## config.mk

```make
export PLATFORM = sky130hd
export DESIGN_NAME = iack_responder
export DESIGN_NICKNAME = d
export VERILOG_FILES = /design/src/rtl/iack_pkg.sv /design/src/rtl/iack_cfg_regs.sv /design/src/rtl/iack_pending.sv /design/src/rtl/iack_arbiter.sv /design/src/rtl/iack_cycle_fsm.sv /design/src/rtl/iack_responder.sv
export SDC_FILE = /design/constraint.sdc
export NUM_CORES = 1
export LEC_CHECK = 0
export BUFFER_PORTS_ARGS = -buffer_cell sky130_fd_sc_hd__buf_2
export CORE_ASPECT_RATIO = 1.1
export CORE_MARGIN = 5
export CORE_UTILIZATION = 45
export DETAILED_ROUTE_END_ITERATION = 16
export GPL_ROUTABILITY_DRIVEN = 1
export PLACE_DENSITY = 0.67
export SLEW_MARGIN = 30
export SYNTH_ARGS = -nofsm -noshare
export SYNTH_HDL_FRONTEND = slang
export SYNTH_SLANG_ARGS = --single-unit
```

## constraint.sdc

```tcl
create_clock -name clk -period 3.1 [get_ports clk]
set_input_delay 0.31 -clock clk [delete_from_list [all_inputs] [get_ports clk]]
set_output_delay 0.31 -clock clk [all_outputs]
set_load 0.02 [all_outputs]
```

## src/rtl/iack_pkg.sv

```systemverilog
// Shared types for the interrupt acknowledge responder.
package iack_pkg;
    // Phase of the acknowledge handshake.
    typedef enum logic [1:0] {
        ST_IDLE  = 2'd0,
        ST_SERVE = 2'd1,
        ST_PASS  = 2'd2
    } ack_state_e;
endpackage

```

## src/rtl/iack_cfg_regs.sv

```systemverilog
// Configuration registers: one match value per level and one vector per
// channel, plus decode of the end-of-service command.
// Assumes: the select layout is levels first, then channels, then the command.
module iack_cfg_regs #(
    parameter int NUM_CH  = 2,
    parameter int NUM_LVL = 3,
    parameter int ADDR_W  = 7,
    parameter int VEC_W   = 8,
    parameter int SEL_W   = 4
) (
    input  logic                        clk,
    input  logic                        rst_n,
    input  logic                        cfg_we,
    input  logic [SEL_W-1:0]            cfg_sel,
    input  logic [VEC_W-1:0]            cfg_wdata,
    output logic [NUM_LVL*ADDR_W-1:0]   match_flat,
    output logic [NUM_CH*VEC_W-1:0]     vec_flat,
    output logic                        eos_valid,
    output logic [((NUM_CH>1)?$clog2(NUM_CH):1)-1:0]   eos_ch,
    output logic [((NUM_LVL>1)?$clog2(NUM_LVL):1)-1:0] eos_lvl
);
    localparam int LVL_W   = (NUM_LVL > 1) ? $clog2(NUM_LVL) : 1;
    localparam int CH_W    = (NUM_CH > 1) ? $clog2(NUM_CH) : 1;
    localparam int SEL_VEC = NUM_LVL;
    localparam int SEL_EOS = NUM_LVL + NUM_CH;

    // Per-level match registers.
    for (genvar l = 0; l < NUM_LVL; l++) begin : g_match
        logic [ADDR_W-1:0] m_q;
        // Load the level's match value on a write to its select.
        always_ff @(posedge clk) begin
            if (!rst_n)
                m_q <= '0;
            else if (cfg_we && cfg_sel == SEL_W'(l))
                m_q <= cfg_wdata[ADDR_W-1:0];
        end
        assign match_flat[l*ADDR_W +: ADDR_W] = m_q;
    end

    // Per-channel vector registers.
    for (genvar c = 0; c < NUM_CH; c++) begin : g_vec
        logic [VEC_W-1:0] v_q;
        // Load the channel's vector on a write to its select.
        always_ff @(posedge clk) begin
            if (!rst_n)
                v_q <= '0;
            else if (cfg_we && cfg_sel == SEL_W'(SEL_VEC + c))
                v_q <= cfg_wdata;
        end
        assign vec_flat[c*VEC_W +: VEC_W] = v_q;
    end

    // Decode end-of-service fields and reject codes outside the range.
    assign eos_lvl = cfg_wdata[LVL_W-1:0];
    assign eos_ch  = cfg_wdata[LVL_W +: CH_W];
    assign eos_valid = cfg_we && (cfg_sel == SEL_W'(SEL_EOS))
                    && ({1'b0, eos_lvl} < (LVL_W+1)'(NUM_LVL))
                    && ({1'b0, eos_ch}  < (CH_W+1)'(NUM_CH));
endmodule

```

## src/rtl/iack_pending.sv

```systemverilog
// Pending request flags per channel and level, and the per-level
// active-low request outputs. A set pulse wins over a same-cycle clear.
module iack_pending #(
    parameter int NUM_CH  = 2,
    parameter int NUM_LVL = 3
) (
    input  logic                      clk,
    input  logic                      rst_n,
    input  logic [NUM_CH*NUM_LVL-1:0] req_set,
    input  logic                      eos_valid,
    input  logic [((NUM_CH>1)?$clog2(NUM_CH):1)-1:0]   eos_ch,
    input  logic [((NUM_LVL>1)?$clog2(NUM_LVL):1)-1:0] eos_lvl,
    output logic [NUM_CH*NUM_LVL-1:0] pend_flat,
    output logic [NUM_LVL-1:0]        irq_n
);
    localparam int LVL_W = (NUM_LVL > 1) ? $clog2(NUM_LVL) : 1;
    localparam int CH_W  = (NUM_CH > 1) ? $clog2(NUM_CH) : 1;

    for (genvar c = 0; c < NUM_CH; c++) begin : g_ch
        for (genvar l = 0; l < NUM_LVL; l++) begin : g_lvl
            logic p_q;
            logic clr;
            assign clr = eos_valid && (eos_ch == CH_W'(c)) && (eos_lvl == LVL_W'(l));
            // Hold one request flag: set by the engine, cleared by the host.
            always_ff @(posedge clk) begin
                if (!rst_n)
                    p_q <= 1'b0;
                else if (req_set[c*NUM_LVL + l])
                    p_q <= 1'b1;
                else if (clr)
                    p_q <= 1'b0;
            end
            assign pend_flat[c*NUM_LVL + l] = p_q;
        end
    end

    for (genvar l = 0; l < NUM_LVL; l++) begin : g_irq
        logic any_p;
        // Merge the channels' flags of one level.
        always_comb begin
            any_p = 1'b0;
            for (int c = 0; c < NUM_CH; c++)
                any_p = any_p | pend_flat[c*NUM_LVL + l];
        end
        assign irq_n[l] = ~any_p;
    end
endmodule

```

## src/rtl/iack_arbiter.sv

```systemverilog
// Combinational match and priority: picks the lowest eligible level whose
// match value equals the address, and within it the lowest channel.
module iack_arbiter #(
    parameter int NUM_CH  = 2,
    parameter int NUM_LVL = 3,
    parameter int ADDR_W  = 7
) (
    input  logic [NUM_CH*NUM_LVL-1:0] pend_flat,
    input  logic [NUM_LVL*ADDR_W-1:0] match_flat,
    input  logic [ADDR_W-1:0]         addr,
    output logic                      hit,
    output logic [((NUM_LVL>1)?$clog2(NUM_LVL):1)-1:0] sel_lvl,
    output logic [((NUM_CH>1)?$clog2(NUM_CH):1)-1:0]   sel_ch
);
    localparam int LVL_W = (NUM_LVL > 1) ? $clog2(NUM_LVL) : 1;
    localparam int CH_W  = (NUM_CH > 1) ? $clog2(NUM_CH) : 1;

    logic [NUM_LVL-1:0]      lvl_ok;
    logic [NUM_LVL*CH_W-1:0] lvl_ch;

    for (genvar l = 0; l < NUM_LVL; l++) begin : g_lvl
        logic          any_p;
        logic [CH_W-1:0] ch_pick;
        // Lowest pending channel of this level.
        always_comb begin
            any_p   = 1'b0;
            ch_pick = '0;
            for (int c = NUM_CH - 1; c >= 0; c--) begin
                if (pend_flat[c*NUM_LVL + l]) begin
                    any_p   = 1'b1;
                    ch_pick = CH_W'(c);
                end
            end
        end
        assign lvl_ok[l] = any_p && (addr == match_flat[l*ADDR_W +: ADDR_W]);
        assign lvl_ch[l*CH_W +: CH_W] = ch_pick;
    end

    // Fixed priority across levels: lowest index wins.
    always_comb begin
        hit     = 1'b0;
        sel_lvl = '0;
        sel_ch  = '0;
        for (int l = NUM_LVL - 1; l >= 0; l--) begin
            if (lvl_ok[l]) begin
                hit     = 1'b1;
                sel_lvl = LVL_W'(l);
                sel_ch  = lvl_ch[l*CH_W +: CH_W];
            end
        end
    end
endmodule

```

## src/rtl/iack_cycle_fsm.sv

```systemverilog
// Acknowledge handshake: answers with a latched vector and data-acknowledge,
// or passes the acknowledge down the chain. All outputs come from registers.
// Assumes: strobe, acknowledge and chip select are already synchronous to clk.
module iack_cycle_fsm #(
    parameter int NUM_CH  = 2,
    parameter int NUM_LVL = 3,
    parameter int VEC_W   = 8
) (
    input  logic                    clk,
    input  logic                    rst_n,
    input  logic                    iack_n,
    input  logic                    ds_n,
    input  logic                    cs_n,
    input  logic                    hit,
    input  logic [((NUM_LVL>1)?$clog2(NUM_LVL):1)-1:0] sel_lvl,
    input  logic [((NUM_CH>1)?$clog2(NUM_CH):1)-1:0]   sel_ch,
    input  logic [NUM_CH*VEC_W-1:0] vec_flat,
    output logic                    dtack_n,
    output logic                    iack_out_n,
    output logic                    data_oe,
    output logic [VEC_W-1:0]        data_out
);
    import iack_pkg::*;
    localparam int LVL_W = (NUM_LVL > 1) ? $clog2(NUM_LVL) : 1;
    localparam int CH_W  = (NUM_CH > 1) ? $clog2(NUM_CH) : 1;

    ack_state_e       state_q, state_d;
    logic [VEC_W-1:0] data_q;
    logic [VEC_W-1:0] vec_pick;
    logic             start;

    assign start = !iack_n && !ds_n && cs_n;

    // Select the winning channel's vector register.
    always_comb begin
        vec_pick = '0;
        for (int c = 0; c < NUM_CH; c++)
            if (sel_ch == CH_W'(c))
                vec_pick = vec_flat[c*VEC_W +: VEC_W];
    end

    // Next phase of the handshake.
    always_comb begin
        state_d = state_q;
        case (state_q)
            ST_IDLE:  if (start) state_d = hit ? ST_SERVE : ST_PASS;
            ST_SERVE: if (ds_n) state_d = ST_IDLE;
            ST_PASS:  if (iack_n) state_d = ST_IDLE;
            default:  state_d = ST_IDLE;
        endcase
    end

    // Phase register.
    always_ff @(posedge clk) begin
        if (!rst_n)
            state_q <= ST_IDLE;
        else
            state_q <= state_d;
    end

    // Latch the answer vector once, at the start of a served cycle.
    always_ff @(posedge clk) begin
        if (!rst_n)
            data_q <= '0;
        else if (state_q == ST_IDLE && start && hit)
            data_q <= {vec_pick[VEC_W-1:LVL_W], sel_lvl};
    end

    assign dtack_n    = (state_q != ST_SERVE);
    assign data_oe    = (state_q == ST_SERVE);
    assign iack_out_n = (state_q != ST_PASS);
    assign data_out   = data_oe ? data_q : '0;
endmodule

```

## src/rtl/iack_responder.sv

```systemverilog
// Top of the interrupt acknowledge responder: configuration, pending
// requests, match/priority and the acknowledge handshake.
module iack_responder #(
    parameter int NUM_CH  = 2,
    parameter int NUM_LVL = 3,
    parameter int ADDR_W  = 7,
    parameter int VEC_W   = 8,
    parameter int SEL_W   = 4
) (
    input  logic                      clk,
    input  logic                      rst_n,
    input  logic [NUM_CH*NUM_LVL-1:0] req_set,
    input  logic                      cfg_we,
    input  logic [SEL_W-1:0]          cfg_sel,
    input  logic [VEC_W-1:0]          cfg_wdata,
    input  logic                      iack_n,
    input  logic                      ds_n,
    input  logic                      cs_n,
    input  logic [ADDR_W-1:0]         addr,
    output logic [NUM_LVL-1:0]        irq_n,
    output logic                      iack_out_n,
    output logic                      dtack_n,
    output logic                      data_oe,
    output logic [VEC_W-1:0]          data_out
);
    localparam int LVL_W = (NUM_LVL > 1) ? $clog2(NUM_LVL) : 1;
    localparam int CH_W  = (NUM_CH > 1) ? $clog2(NUM_CH) : 1;

    logic [NUM_LVL*ADDR_W-1:0] match_flat;
    logic [NUM_CH*VEC_W-1:0]   vec_flat;
    logic                      eos_valid;
    logic [CH_W-1:0]           eos_ch;
    logic [LVL_W-1:0]          eos_lvl;
    logic [NUM_CH*NUM_LVL-1:0] pend_flat;
    logic                      hit;
    logic [LVL_W-1:0]          sel_lvl;
    logic [CH_W-1:0]           sel_ch;

    iack_cfg_regs #(.NUM_CH(NUM_CH), .NUM_LVL(NUM_LVL), .ADDR_W(ADDR_W),
                    .VEC_W(VEC_W), .SEL_W(SEL_W)) u_cfg (
        .clk(clk), .rst_n(rst_n), .cfg_we(cfg_we), .cfg_sel(cfg_sel),
        .cfg_wdata(cfg_wdata), .match_flat(match_flat), .vec_flat(vec_flat),
        .eos_valid(eos_valid), .eos_ch(eos_ch), .eos_lvl(eos_lvl)
    );

    iack_pending #(.NUM_CH(NUM_CH), .NUM_LVL(NUM_LVL)) u_pend (
        .clk(clk), .rst_n(rst_n), .req_set(req_set), .eos_valid(eos_valid),
        .eos_ch(eos_ch), .eos_lvl(eos_lvl), .pend_flat(pend_flat), .irq_n(irq_n)
    );

    iack_arbiter #(.NUM_CH(NUM_CH), .NUM_LVL(NUM_LVL), .ADDR_W(ADDR_W)) u_arb (
        .pend_flat(pend_flat), .match_flat(match_flat), .addr(addr),
        .hit(hit), .sel_lvl(sel_lvl), .sel_ch(sel_ch)
    );

    iack_cycle_fsm #(.NUM_CH(NUM_CH), .NUM_LVL(NUM_LVL), .VEC_W(VEC_W)) u_fsm (
        .clk(clk), .rst_n(rst_n), .iack_n(iack_n), .ds_n(ds_n), .cs_n(cs_n),
        .hit(hit), .sel_lvl(sel_lvl), .sel_ch(sel_ch), .vec_flat(vec_flat),
        .dtack_n(dtack_n), .iack_out_n(iack_out_n), .data_oe(data_oe),
        .data_out(data_out)
    );
endmodule

```

==> metrics <==
status finished clean; per-cell routed wire length 14.3 um; setup bufs post-CTS 0; number of port buffers 44; count of flip-flops with a built-in enable after synthesis 0; grt total ovfl 0; Critical Path, Cell by Cell xnor2_1 > nand4_1 > or4_4 > a31oi_4 > o21ai_0 > a31oi_1; worst slack, placed 0.897 ns; worst path arrival time 2.34 ns; PwrDens 441 nW/um^2; crit path time final 2.10 ns; post-cts resize count 0; Mapped Nets around 300; Seq cells post-synth 49; Yosys top cell area share 0.397; mean post-synth cell area roughly 9 sq um; Routed WL 5610 um; pin count of the biggest net entering global routing 50; DRC 0; worst rel slew slack 0.489; leading area contributor after synthesis dfxtp_1; cell area after synthesis 2470 sq um; final hold vios 0; worst-margin pin slew roughly 0.77 ns; fin crit share 0.677; share of cells above drive strength 1 0.220; DR iter-0 viols 86; library cells used by synthesis 44; Final GP Congestion 0.808; Post-DRT Antenna Nets 0; routed vias between 2000 and 2500; Starting Density 0.461; CTS sink cnt 49; Die W 80.7 um; crit path kind reg2reg; Die ar. 7080 sq um; clock slew seen by the registers of the worst setup and hold paths 0.09 ns; H-Tree Depth 2; Async S/R FF share, synth 0; std cell rows 28; Syn Inst Count between 200 and 300; dominant cells by area after synthesis dfxtp_1, a21boi_0, xnor2_1, mux2i_1, nand3_1; Final nets ~350; largest fanout on the critical path 13; Syn. warnings 0; TritonRoute pass-1 iters 4; maximum VDD drop 0.324 mV; final slew viol count 0; sequential cell area fraction in the yosys report 0.397; clock root buffer clkbuf_8; slowest stage delay, CP 0.61 ns; core area 5360 sq um; RSZ-0062 raised after global routing no; MaxCap Viol Count 0; total CTS buffers 5; # setup viols final 0; CTS tree built; # diodes 0; Die Y around 88 um; Detail Placement HPWL 4240 um; CP endpoint kind flip-flop; Crit-path slowest cell or4_4; worst skew pair latency 0.30 ns; first-pass GRT wire length 9450 um; Avg Vias per Cell 5.22; total track usage 0.171; startpoint types flip-flop; top-level I/O count 45; initial antenna violation count 0; Sum Neg Setup Slack 0 ns; Worst EP required 3.34 ns; Non-Filler Instances 393; DP Cell Count 385; vias in the first global route 1985; Synth Flop Type dfxtp_1; setup ws final between 0.9 and 1 ns; fmax 476 MHz; Final Skew 0.00579 ns; clk buf depth 2; Leak Pwr 1.05 nW; area delta synth->final 15.8%; HP Class in2reg; hold_buf cts 0
kinds of logic after synthesis:
kind of cell	Yosys count	share of synthesized area
and+or+nand+nor	110	0.255
AOI/OAI and AO/OA	63	0.183
DFF	49	0.397
xor gates and xnor gates	21	0.0744
buffers and inverters	20	0.0385
muxes	13	0.0526
report_power, final:
part           switching (mW)  internal (mW)  total, mW
Sequential            0.00913          0.641      0.650
Combinational          0.0747         0.0540      0.129
Clock                   0.222          0.263      0.485
Total                   0.306          0.957       1.26
metal layers:
layer  part of all wire  wire [um]  vias to the layer above  global-route usage
met3              0.042        236                        6              0.0309
met5                  0          0                        -                   0
met4              0.013         71                        0              0.0507
met1               0.45       2540                      951               0.210
li1                   -          -                     1056                   -
met2               0.49       2760                       39               0.303
per-stage QoR:
stage / power, mW / hold WS (ns) / area (sq um) / utilization
floorplan: 0.741 / 0.434 / 2470 / -
global placement: 0.791 / 0.456 / 2740 / 0.512
detailed placement: 0.794 / 0.463 / 2740 / 0.512
CTS: 1.27 / 0.203 / 2860 / 0.534
global route: 1.32 / 0.202 / 2860 / 0.534
finish: 1.26 / 0.208 / 2860 / 0.534
final cells by class:
cell class | instances | area (sq um)
fillers | 525 | 2500
multi-input cells | 207 | 1400
flip-flops and latches | 49 | 981
repair buffers | 48 | 250
well taps | 75 | 93.8
clock buffers | 6 | 82.6
clock inverters | 2 | 37.5
inverters | 6 | 22.5
Yosys cell counts, types with 2 or more instances:
library cell / number
a21oi_1: 3
nand3_1: 23
dfxtp_1: 49
o21a_1: 5
o21ai_1: 3
o21ai_0: 10
inv_1: 6
nor2b_1: 16
o31a_1: 3
xor2_1: 5
nor3_1: 2
or4_1: 3
mux2i_1: 13
a31oi_1: 7
or4_4: 3
nor2_2: 2
o211ai_1: 6
nand2_1: 28
a21boi_0: 20
xnor2_1: 16
clkbuf_1: 11
nand4_1: 4
and2_1: 9
nor4_1: 3
nor2_1: 7
critical path, delay by kind of cell, from the launching register on:
family           cells  cell delay (ns)
AO/OA/AOI/OAI        3             0.68
flip-flops           1             0.34
AND/OR/NAND/NOR      2             0.86
XOR/XNOR             1             0.16
state kept, by name, indices dropped and copies added, names as in the netlist:
name                   flops
u_cfg.g_match.m_q         21
u_cfg.g_vec.v_q           12
u_fsm.data_q               8
u_fsm.state_q              2
u_pend.g_ch.g_lvl.p_q      6
cells in the final DEF (no fill, tap or decap), drive strengths merged:
cell type / count
a21boi: 21
a21oi: 3
a2bb2oi: 1
a31oi: 8
and2: 10
and3b: 1
buf: 48
bufinv: 1
clkbuf: 6
clkinvlp: 1
dfxtp: 49
inv: 6
mux2i: 13
nand2: 28
nand2b: 1
nand3: 23
nand4: 4
nor2: 9
nor2b: 16
nor3: 2
nor3b: 2
nor4: 4
nor4b: 1
o211ai: 6
o21a: 5
o21ai: 14
o221a: 1
o22ai: 1
o31a: 3
or2: 1
or3: 1
or4: 6
or4b: 1
xnor2: 16
xor2: 5
worst paths after layout:
path / end / cells past startpoint / slack [ns] / from
setup / recovery: u_fsm.data_q[2]$_SDFFE_PN0P_ / 6 / 1.0 / u_cfg.g_match[0].m_q[3]$_SDFFE_PN0P_
hold / removal: u_pend.g_ch[1].g_lvl[2].p_q$_SDFFE_PN0P_ / 2 / 0.21 / req_set[5]
setup reg to reg: u_fsm.data_q[2]$_SDFFE_PN0P_ / 6 / 1.0 / u_cfg.g_match[0].m_q[3]$_SDFFE_PN0P_
hold reg to reg: u_cfg.g_vec[1].v_q[6]$_SDFFE_PN0P_ / 2 / 0.47 / u_cfg.g_vec[1].v_q[6]$_SDFFE_PN0P_
(Power assumes the default switching activity.)
